===== src/rtl/pt_walk_pkg.sv =====
package pt_walk_pkg;
  // Control states of one translation
  typedef enum logic [2:0] {
    ST_IDLE,
    ST_L1_REQ,
    ST_L1_WAIT,
    ST_L2_REQ,
    ST_L2_WAIT,
    ST_DONE
  } walk_state_t;

  // Entry flag positions
  localparam int unsigned PTE_VALID = 0;
  localparam int unsigned PTE_READ  = 1;
  localparam int unsigned PTE_WRITE = 2;
  localparam int unsigned PTE_USER  = 3;
  localparam int unsigned PTE_FLAGS = 4;
endpackage


===== src/rtl/ptw_addr_gen.sv =====
module ptw_addr_gen #(
  parameter int unsigned PA_W  = 32,
  parameter int unsigned OFF_W = 12,
  parameter int unsigned L1_W  = 10,
  parameter int unsigned L2_W  = 10,
  parameter int unsigned ESH   = 2
) (
  input  logic [PA_W-1:0]        root_base_i,
  input  logic [L1_W+L2_W-1:0]   vpn_i,
  input  logic [PA_W-OFF_W-1:0]  l2_frame_i,
  input  logic                   sel_l2_i,
  output logic [PA_W-1:0]        addr_o
);
  localparam int unsigned VPN_W = L1_W + L2_W;

  // table base plus index scaled to entry size
  function automatic logic [PA_W-1:0] entry_addr(input logic [PA_W-1:0] base,
                                                 input logic [PA_W-1:0] idx);
    return base + (idx << ESH);
  endfunction

  logic [L1_W-1:0] l1_idx;
  logic [L2_W-1:0] l2_idx;

  assign l1_idx = vpn_i[VPN_W-1 -: L1_W];
  assign l2_idx = vpn_i[L2_W-1:0];

  always_comb begin
    if (sel_l2_i)
      addr_o = entry_addr({l2_frame_i, {OFF_W{1'b0}}}, PA_W'(l2_idx));
    else
      addr_o = entry_addr(root_base_i, PA_W'(l1_idx));
  end
endmodule


===== src/rtl/ptw_perm_check.sv =====
module ptw_perm_check
  import pt_walk_pkg::*;
#(
  parameter int unsigned PTE_W = 32,
  parameter int unsigned OFF_W = 12
) (
  input  logic [PTE_W-1:0]       pte_i,
  input  logic                   is_write_i,
  input  logic                   is_user_i,
  output logic                   invalid_o,
  output logic                   denied_o,
  output logic [PTE_W-OFF_W-1:0] ppn_o
);
  // rights test on a valid entry: needed access bit, plus user bit for user mode
  function automatic logic rights_denied(input logic [PTE_FLAGS-1:0] fl,
                                         input logic wr, input logic usr);
    logic need_rw;
    need_rw = wr ? fl[PTE_WRITE] : fl[PTE_READ];
    return !need_rw || (usr && !fl[PTE_USER]);
  endfunction

  logic entry_unused;
  assign entry_unused = ^pte_i[OFF_W-1:PTE_FLAGS];

  assign invalid_o = !pte_i[PTE_VALID];
  assign denied_o  = pte_i[PTE_VALID] &&
                     rights_denied(pte_i[PTE_FLAGS-1:0], is_write_i, is_user_i);
  assign ppn_o     = pte_i[PTE_W-1:OFF_W];
endmodule


===== src/rtl/ptw_ctrl.sv =====
module ptw_ctrl
  import pt_walk_pkg::*;
(
  input  logic clk,
  input  logic rst_n,
  input  logic start_i,
  input  logic rsp_valid_i,
  input  logic l1_ok_i,
  output logic accept_o,
  output logic l1_cap_o,
  output logic l2_cap_o,
  output logic l1_invalid_ev_o,
  output logic sel_l2_o,
  output logic req_o,
  output logic busy_o,
  output logic done_o
);
  walk_state_t state_q, state_d;

  assign accept_o        = (state_q == ST_IDLE) && start_i;
  assign l1_cap_o        = (state_q == ST_L1_WAIT) && rsp_valid_i;
  assign l2_cap_o        = (state_q == ST_L2_WAIT) && rsp_valid_i;
  assign l1_invalid_ev_o = l1_cap_o && !l1_ok_i;
  assign sel_l2_o        = (state_q == ST_L2_REQ) || (state_q == ST_L2_WAIT);
  assign req_o           = (state_q == ST_L1_REQ) || (state_q == ST_L2_REQ);
  assign busy_o          = (state_q != ST_IDLE);
  assign done_o          = (state_q == ST_DONE);

  always_comb begin
    state_d = state_q;
    unique case (state_q)
      ST_IDLE:    if (start_i) state_d = ST_L1_REQ;
      ST_L1_REQ:  state_d = ST_L1_WAIT;
      ST_L1_WAIT: if (rsp_valid_i) state_d = l1_ok_i ? ST_L2_REQ : ST_DONE;
      ST_L2_REQ:  state_d = ST_L2_WAIT;
      ST_L2_WAIT: if (rsp_valid_i) state_d = ST_DONE;
      ST_DONE:    state_d = ST_IDLE;
      default:    state_d = ST_IDLE;
    endcase
  end

  always_ff @(posedge clk) begin
    if (!rst_n) state_q <= ST_IDLE;
    else        state_q <= state_d;
  end

  // result pulse lasts one cycle and the walker is idle afterwards
  assert_done_single_R9: assert property (@(posedge clk) disable iff (!rst_n)
    done_o |=> (!done_o && !busy_o));

  // each request is a single-cycle strobe
  assert_req_single_R11: assert property (@(posedge clk) disable iff (!rst_n)
    req_o |=> !req_o);

  // an invalid first-level entry finishes the walk at once
  assert_l1_stop_R4: assert property (@(posedge clk) disable iff (!rst_n)
    l1_invalid_ev_o |=> (done_o && !req_o));
endmodule


===== src/rtl/pt_walker.sv =====
module pt_walker
  import pt_walk_pkg::*;
#(
  parameter int unsigned VA_W  = 32,
  parameter int unsigned PA_W  = 32,
  parameter int unsigned OFF_W = 12,
  parameter int unsigned L1_W  = 10,
  parameter int unsigned ESH   = 2
) (
  input  logic            clk,
  input  logic            rst_n,
  input  logic            start_i,
  input  logic [VA_W-1:0] va_i,
  input  logic            is_write_i,
  input  logic            is_user_i,
  input  logic [PA_W-1:0] root_base_i,
  output logic            mem_req_o,
  output logic [PA_W-1:0] mem_addr_o,
  input  logic            mem_rsp_valid_i,
  input  logic [PA_W-1:0] mem_rdata_i,
  output logic            busy_o,
  output logic            done_o,
  output logic [PA_W-1:0] pa_o,
  output logic            page_fault_o,
  output logic            prot_fault_o
);
  localparam int unsigned L2_W  = VA_W - OFF_W - L1_W;
  localparam int unsigned PPN_W = PA_W - OFF_W;

  // captured request
  logic [VA_W-1:0]  va_q;
  logic             wr_q, usr_q;
  logic [PA_W-1:0]  base_q;
  logic [PPN_W-1:0] l2_frame_q;

  // registered result
  logic [PA_W-1:0]  pa_q;
  logic             pf_q, prf_q;

  // internal events
  logic accept_ev, l1_cap_ev, l2_cap_ev, l1_invalid_ev, sel_l2;
  logic pte_invalid, pte_denied;
  logic [PPN_W-1:0] pte_ppn;

  ptw_ctrl u_ctrl (
    .clk             (clk),
    .rst_n           (rst_n),
    .start_i         (start_i),
    .rsp_valid_i     (mem_rsp_valid_i),
    .l1_ok_i         (!pte_invalid),
    .accept_o        (accept_ev),
    .l1_cap_o        (l1_cap_ev),
    .l2_cap_o        (l2_cap_ev),
    .l1_invalid_ev_o (l1_invalid_ev),
    .sel_l2_o        (sel_l2),
    .req_o           (mem_req_o),
    .busy_o          (busy_o),
    .done_o          (done_o)
  );

  ptw_addr_gen #(
    .PA_W (PA_W), .OFF_W (OFF_W), .L1_W (L1_W), .L2_W (L2_W), .ESH (ESH)
  ) u_addr (
    .root_base_i (base_q),
    .vpn_i       (va_q[VA_W-1:OFF_W]),
    .l2_frame_i  (l2_frame_q),
    .sel_l2_i    (sel_l2),
    .addr_o      (mem_addr_o)
  );

  ptw_perm_check #(.PTE_W (PA_W), .OFF_W (OFF_W)) u_perm (
    .pte_i      (mem_rdata_i),
    .is_write_i (wr_q),
    .is_user_i  (usr_q),
    .invalid_o  (pte_invalid),
    .denied_o   (pte_denied),
    .ppn_o      (pte_ppn)
  );

  always_ff @(posedge clk) begin
    if (!rst_n) begin
      va_q       <= '0;
      wr_q       <= 1'b0;
      usr_q      <= 1'b0;
      base_q     <= '0;
      l2_frame_q <= '0;
    end else begin
      if (accept_ev) begin
        va_q   <= va_i;
        wr_q   <= is_write_i;
        usr_q  <= is_user_i;
        base_q <= root_base_i;
      end
      if (l1_cap_ev) l2_frame_q <= pte_ppn;
    end
  end

  always_ff @(posedge clk) begin
    if (!rst_n) begin
      pa_q  <= '0;
      pf_q  <= 1'b0;
      prf_q <= 1'b0;
    end else if (l1_invalid_ev) begin
      pa_q  <= '0;
      pf_q  <= 1'b1;
      prf_q <= 1'b0;
    end else if (l2_cap_ev) begin
      pf_q  <= pte_invalid;
      prf_q <= pte_denied;
      pa_q  <= (pte_invalid || pte_denied) ? '0 : {pte_ppn, va_q[OFF_W-1:0]};
    end
  end

  assign pa_o         = pa_q;
  assign page_fault_o = pf_q;
  assign prot_fault_o = prf_q;

  // the two fault kinds never appear together
  assert_fault_excl_R6: assert property (@(posedge clk) disable iff (!rst_n)
    done_o |-> !(page_fault_o && prot_fault_o));

  // a faulting walk yields no address
  assert_fault_no_pa_R5: assert property (@(posedge clk) disable iff (!rst_n)
    (done_o && (page_fault_o || prot_fault_o)) |-> (pa_o == '0));

  // page offset passes through untouched
  assert_offset_kept_R8: assert property (@(posedge clk) disable iff (!rst_n)
    (done_o && !page_fault_o && !prot_fault_o) |-> (pa_o[OFF_W-1:0] == va_q[OFF_W-1:0]));

  // an invalid first-level entry reports a page fault
  assert_l1_fault_R4: assert property (@(posedge clk) disable iff (!rst_n)
    l1_invalid_ev |=> (page_fault_o && !prot_fault_o));

  // the captured request does not move while a walk runs
  assert_req_held_R10: assert property (@(posedge clk) disable iff (!rst_n)
    busy_o |=> ($stable(va_q) && $stable(base_q) && $stable(wr_q) && $stable(usr_q)));
endmodule


===== config.mk =====
export PLATFORM = sky130hd
export DESIGN_NAME = pt_walker
export DESIGN_NICKNAME = d
export VERILOG_FILES = /design/src/rtl/pt_walk_pkg.sv /design/src/rtl/ptw_addr_gen.sv /design/src/rtl/ptw_perm_check.sv /design/src/rtl/ptw_ctrl.sv /design/src/rtl/pt_walker.sv
export SDC_FILE = /design/constraint.sdc
export NUM_CORES = 1
export LEC_CHECK = 0
export ABC_AREA = 0
export CORE_MARGIN = 2
export CORE_UTILIZATION = 51
export CTS_CLUSTER_SIZE = 16
export DETAILED_ROUTE_END_ITERATION = 12
export GPL_ROUTABILITY_DRIVEN = 0
export HOLD_SLACK_MARGIN = 0.12
export PLACE_DENSITY_LB_ADDON = 0.05
export SKIP_LAST_GASP = 1
export SLEW_MARGIN = 0
export SYNTH_ARGS = -nofsm -noshare
export SYNTH_HDL_FRONTEND = slang
export SYNTH_SLANG_ARGS = --single-unit

===== constraint.sdc =====
create_clock -name clk -period 4.35 [get_ports clk]
set_input_delay 0.87 -clock clk [delete_from_list [all_inputs] [get_ports clk]]
set_output_delay 0.87 -clock clk [all_outputs]
set_load 0.02 [all_outputs]

After elaboration in Yosys (flattened, before gate mapping):

Index checks and enable logic that the tools add are counted.

* flip-flop bits (word level): 123
* bits in latches: 0
* memory bits (writable): 0
* ROM bits: 0
* output and inout bits: 69
* logic and storage cells: 48
* memories: 0

* add/sub/neg operators: 2
* multipliers: 0
* div/mod/pow operators: 0
* order comparisons: 0
* eq/ne operators: 8
* shift operators: 0
* muxes and demuxes: 10
* bitwise logic cells: 1
* reductions and logical operators: 18

Operators by type and width (count)
* adder 32 x 12 -> 32 bit: 2
* two-way mux 32 bit: 2
* one-hot mux 3 bit (5 select lines): 1
* two-way mux 3 bit: 4
* == test 3 x 2 -> 1 bit, second input constant: 2
* == test 3 bit, second input constant: 2
* logical AND 1 bit: 6
* != test 2 bit, second input constant: 3
* logical OR 1 bit: 4
* == test 3 x 1 -> 1 bit, second input constant: 1
* logical NOT 1 bit: 3
* logical NOT 3 bit: 1
* two-way mux 1 bit: 3
* AND reduction 3 bit: 1
* nonzero test 3 bit: 1
* nonzero test 2 bit: 1
* OR reduction 2 bit: 1
* inverter 1 bit: 1

Depth between registers and ports, before layout:

Gate-level depths: netlist (run 1).

* depth in word-level cells: 6
* gate-level depth with buffers: 9

By module:

From an unflattened synthesis (run 1), not the netlist that was laid out.

* cell total of the unflattened synthesis: 642
* area, all modules: 6371.1 um^2

By module, submodules not included
* pt_walker: instances 1, cells each 397, area each 4697.0 um^2, seq. area each 2402.3 um^2
* ptw_addr_gen: instances 1, cells each 193, area each 1257.5 um^2, seq. area each 0.0 um^2
* ptw_ctrl: instances 1, cells each 28, area each 236.5 um^2, seq. area each 60.1 um^2
* ptw_perm_check: instances 1, cells each 24, area each 180.2 um^2, seq. area each 0.0 um^2

Worst setup path before layout (run 1):

No wires, ideal clock.

* kind: register to output
* from: register base_q[2]
* to: output port mem_addr_o[12]
* arrival time: 2473 ps
* data required time: 3480 ps
* path slack: 1007 ps
* stages on the path, launching flop included: 9
* cells stage by stage: dfxtp_1 > ha_1 > fa_1 > a211oi_1 > o21ai_1 > o2111ai_2 > and2_1 > xnor2_1 > o21ai_0

* longest elaborated chain between the ends: 2

Ends and longest elaborated chain
* start: declaration: RTL line pt_walker.sv:33 `logic [PA_W-1:0] base_q;`
* start signal: assignment: RTL line pt_walker.sv:92 `base_q <= root_base_i;`
* adder 32 x 12 -> 32 bit: RTL line ptw_addr_gen.sv:19 `return base + (idx << ESH);`
* two-way mux 32 bit: RTL line ptw_addr_gen.sv:29 `if (sel_l2_i)`
* end: declaration: RTL line pt_walker.sv:18 `output logic [PA_W-1:0] mem_addr_o,`

No other way between the ends.

Worst setup path in the final report (run 1):

* from: register base_q[2]
* to: output port mem_addr_o[24]

The elaborated chain is that of the path after synthesis.

==> impl_metrics.csv, run 1 <==
group,metric,value,unit
synthesis,yosysUniqueCellTypes,46,
sta,finalSetupViolations,0,
route,num_vias,5456,
synthesis,synthAdderAreaFrac,2.55,%
synthesis,yosysSeqAreaShare,43.2,%
synthesis,synth_xor_area_share,3.84,%
power_and_ir_drop,p_leak,2.92,nW
finish,drive_above_1_share,6.91,%
clocking,cts_buffer_depth,2,
worst_setup_path,crit_path_end,"mem_addr_o[24]",
synthesis,postSynthCellCount,709,
worst_setup_path,reg2reg_from,"u_ctrl.state_q[2]$_SDFFE_PN0P_",
finish,nets,969,
floorplan,core_area,0.0109,mm²
worst_setup_path,cp-startpoint,"base_q[2]$_SDFFE_PN0P_",
synthesis,yosysWarnings,0,
worst_hold_path,hold-path-cell-count,2,
sta,finalMaxSlewViolations,0,
global_routing,grt_pass1_wl,24100,µm
route,drt_iter0_drc,310,
sta,max_freq,0.236,GHz
global_routing,overflow,0,
worst_setup_path,cp-start-kind,"flop",
clocking,clk_pin_slew_worst_paths,60,ps
worst_setup_path,reg2reg_slack,2080,ps
sta,clock_skew,5.64,ps
global_routing,antenna_found_initial,0,
worst_setup_path,worst_r2r_path_depth,5,
worst_setup_path,crit_path_end_kind,"primary output",
power_and_ir_drop,switching_power,785,µW
synthesis,syn_nets,822,
route,routed_wl,15400,µm
worst_setup_path,arrival,3370,ps
placed_design,port_buffers,162,
floorplan,row_count,38,
job,maxCapViolCount,0,
clocking,cts_tree,"yes",
clocking,htreeDepth,4,
finish,final_cell_mix,"nand2_1 (218), clkdlybuf4s50_1 (150), dfxtp_1 (123)",
floorplan,die_area,0.0120,mm²
route,avgViaCountPerCell,5.41,
placed_design,hpwl,10900,µm
clocking,insertion_delay,530,ps
clocking,cts_sinks,123,
synthesis,synth_compound_area_share,23.3,%
placed_design,place_area,0.00739,mm²
worst_setup_path,crit_chain,"ha_1 -> fa_1 -> a211oi_2 -> o21ai_2 -> o2111ai_4 -> buf_4 -> a2111oi_4 -> xnor2_1 -> o21ai_2 -> clkdlybuf4s50_1",
finish,utilization,73.4,%
floorplan,die_w,110,µm
finish,diodes,0,
finish,fin_area,0.00799,mm²
synthesis,synth_area,0.00570,mm²
worst_setup_path,critical_path_class,"reg -> out",
route,dr.pass1.iters,5,
synthesis,synth_seq_cells,123,
synthesis,synth_ff_type,"dfxtp_1",
route,drc,0,
clocking,numCtsBuffers,17,
sta,worst_pin_slew,911,ps
route,final_antenna_net_count,0,
worst_hold_path,hp-class,"reg -> reg",
clocking,cts_hold_buf,0,
finish,area_growth,40.2,%
placed_design,dp_cells,975,
worst_setup_path,cp_max_fo,3,
sta,min_period,4240,ps
synthesis,yosys.area_share.simple,23.0,%
power_and_ir_drop,p_total,3.00,mW
finish,instances_no_fill,1008,
power_and_ir_drop,p_comb_share,15.9,%
power_and_ir_drop,switching_share,26.1,%
clocking,cts_root_buf,"clkbuf_8",
sta,setup_ws,115,ps
synthesis,muxShareOfSynthArea,0.527,%
power_and_ir_drop,power_density,376,mW/mm²
finish,final_common_cell,"nand2_1",
sta,slew_headroom,39.2,%
worst_setup_path,crit_top_cell,"o21ai_2",
synthesis,async_flop_share,0,%
power_and_ir_drop,p_clk_share,43.2,%
power_and_ir_drop,peakVddDrop,0.278,mV
synthesis,synth_edf_count,0,
synthesis,synth_top_family_by_area,"compound AO/OA/AOI/OAI gates",
route,post_drt_wl_per_cell,15.3,µm
global_routing,grt_pass1_vias,5229,
placed_design,dp_slack,316,ps
worst_setup_path,required,3480,ps
global_routing,gr-usage-all-layers,26.2,%
floorplan,ios,171,
sta,hold_viol_final,0,
global_routing,grt_max_degree,64,
floorplan,start_util,52.3,%
worst_setup_path,max_stage_delay,610,ps
worst_setup_path,cp_slowest_cell,"clkdlybuf4s50_1",
power_and_ir_drop,seqPwrFrac,40.9,%
sta,period_share,97.4,%
status,status,"finished clean",
synthesis,avgSynthCellArea,8.03,µm²
floorplan,die_h,110,µm
power_and_ir_drop,power.internal,2.22,mW
worst_setup_path,timing.rr.end,"pa_o[22]$_SDFFE_PP0P_",
[worst max-delay path: cells and delay by family (launching register included)]
family	cells	cell delay (ps)
AO/OA/AOI/OAI	5	880
buffers and inverters	2	780
adder cells (fa/ha/maj)	2	710
flip-flops	1	310
XOR/XNOR	1	160
[cell type report]
cell class,instances,area [µm²]
fillers,866,2900
clock inverters,7,65.1
well taps,140,175
multi-input cells,534,3070
clock buffers,24,480
repair buffers,174,1710
inverters,6,22.5
flip-flops and latches,123,2460
[cell families (layout without fill, tap and decap cells)]
kind of cell	Yosys count	count (layout)
adders and majority gates	11	11
AOI/OAI and AO/OA	187	187
muxes	3	3
and+or+nand+nor	308	308
xor gates and xnor gates	25	25
DFF	123	123
buffers and inverters	52	211
[power by group through the flow]
stage / logic [mW] / clock network (mW) / registers [mW]
after CTS: 0.478 / 1.30 / 1.23
after floorplan: 0.259 / 0 / 1.24
after global placement: 0.469 / 0 / 1.25
final: 0.476 / 1.30 / 1.23
after global routing: 0.521 / 1.35 / 1.24
after detailed placement: 0.477 / 0 / 1.25
[timing repair]
item / CTS / global route
endpoints found under the setup margin: 10 / 11
buffers inserted: 2 / 0
pin swaps: 1 / 0
resized for setup: 8 / 8
[flip-flops by register name, indices dropped and copies added, names as in the netlist]
name            count
page_fault_o        1
pa_o               32
wr_q                1
base_q             32
usr_q               1
l2_frame_q         20
prot_fault_o        1
u_ctrl.state_q      3
va_q               32
[worst min path at each step]
stage,startpoint,end
floorplan,base_q[0]$_SDFFE_PN0P_,base_q[0]$_SDFFE_PN0P_
detailed placement,va_q[6]$_SDFFE_PN0P_,va_q[6]$_SDFFE_PN0P_
CTS,va_q[6]$_SDFFE_PN0P_,va_q[6]$_SDFFE_PN0P_
finish,va_q[6]$_SDFFE_PN0P_,va_q[6]$_SDFFE_PN0P_
global route,va_q[18]$_SDFFE_PN0P_,va_q[18]$_SDFFE_PN0P_
global placement,base_q[1]$_SDFFE_PN0P_,base_q[1]$_SDFFE_PN0P_
[metrics by stage]
stage          TNS, ps  hold slack (ps)
2_1_floorplan        0              439
3_3_place_gp         0              449
3_5_place_dp         0              457
4_1_cts              0              465
5_1_grt          -36.9              488
6_report             0              462
[cells in the mapped netlist, drive strengths merged, types with 4 or more instances]
| cell type | instances | area (µm²) |
|---|---|---|
| nand2 | 218 | 818 |
| dfxtp | 123 | 2460 |
| a21boi | 86 | 646 |
| nor2 | 47 | 176 |
| clkbuf | 38 | 143 |
| a22oi | 32 | 240 |
| o21ai | 31 | 159 |
| xnor2 | 19 | 166 |
| a21oi | 14 | 73.8 |
| ha | 10 | 125 |
| nand3 | 10 | 62.6 |
| buf | 8 | 36.3 |
| a211oi | 7 | 57.6 |
| inv | 6 | 22.5 |
| xor2 | 6 | 52.6 |
| and3 | 5 | 31.3 |
| nor3 | 5 | 25.0 |
| nor4 | 5 | 61.3 |
| a21o | 4 | 31.3 |
| nor3b | 4 | 35.0 |
[per-layer routing]
| metal | wire length [µm] | global-route usage (%) | vias to the layer above |
|---|---|---|---|
| li1 | - | - | 2704 |
| met1 | 6390 | 30.7 | 2526 |
| met2 | 7640 | 45.1 | 192 |
| met3 | 1030 | 7.35 | 34 |
| met4 | 337 | 10.6 | 0 |
| met5 | 0 | 0 | - |
Note: power is estimated with default switching activity, not from simulation.
==> inputs of run 2 (changes only) <==
CAP_MARGIN = 20   (was default)
==> results of run 2 <==
No change in the layout: final DEF, timing and power equal those of run 1.
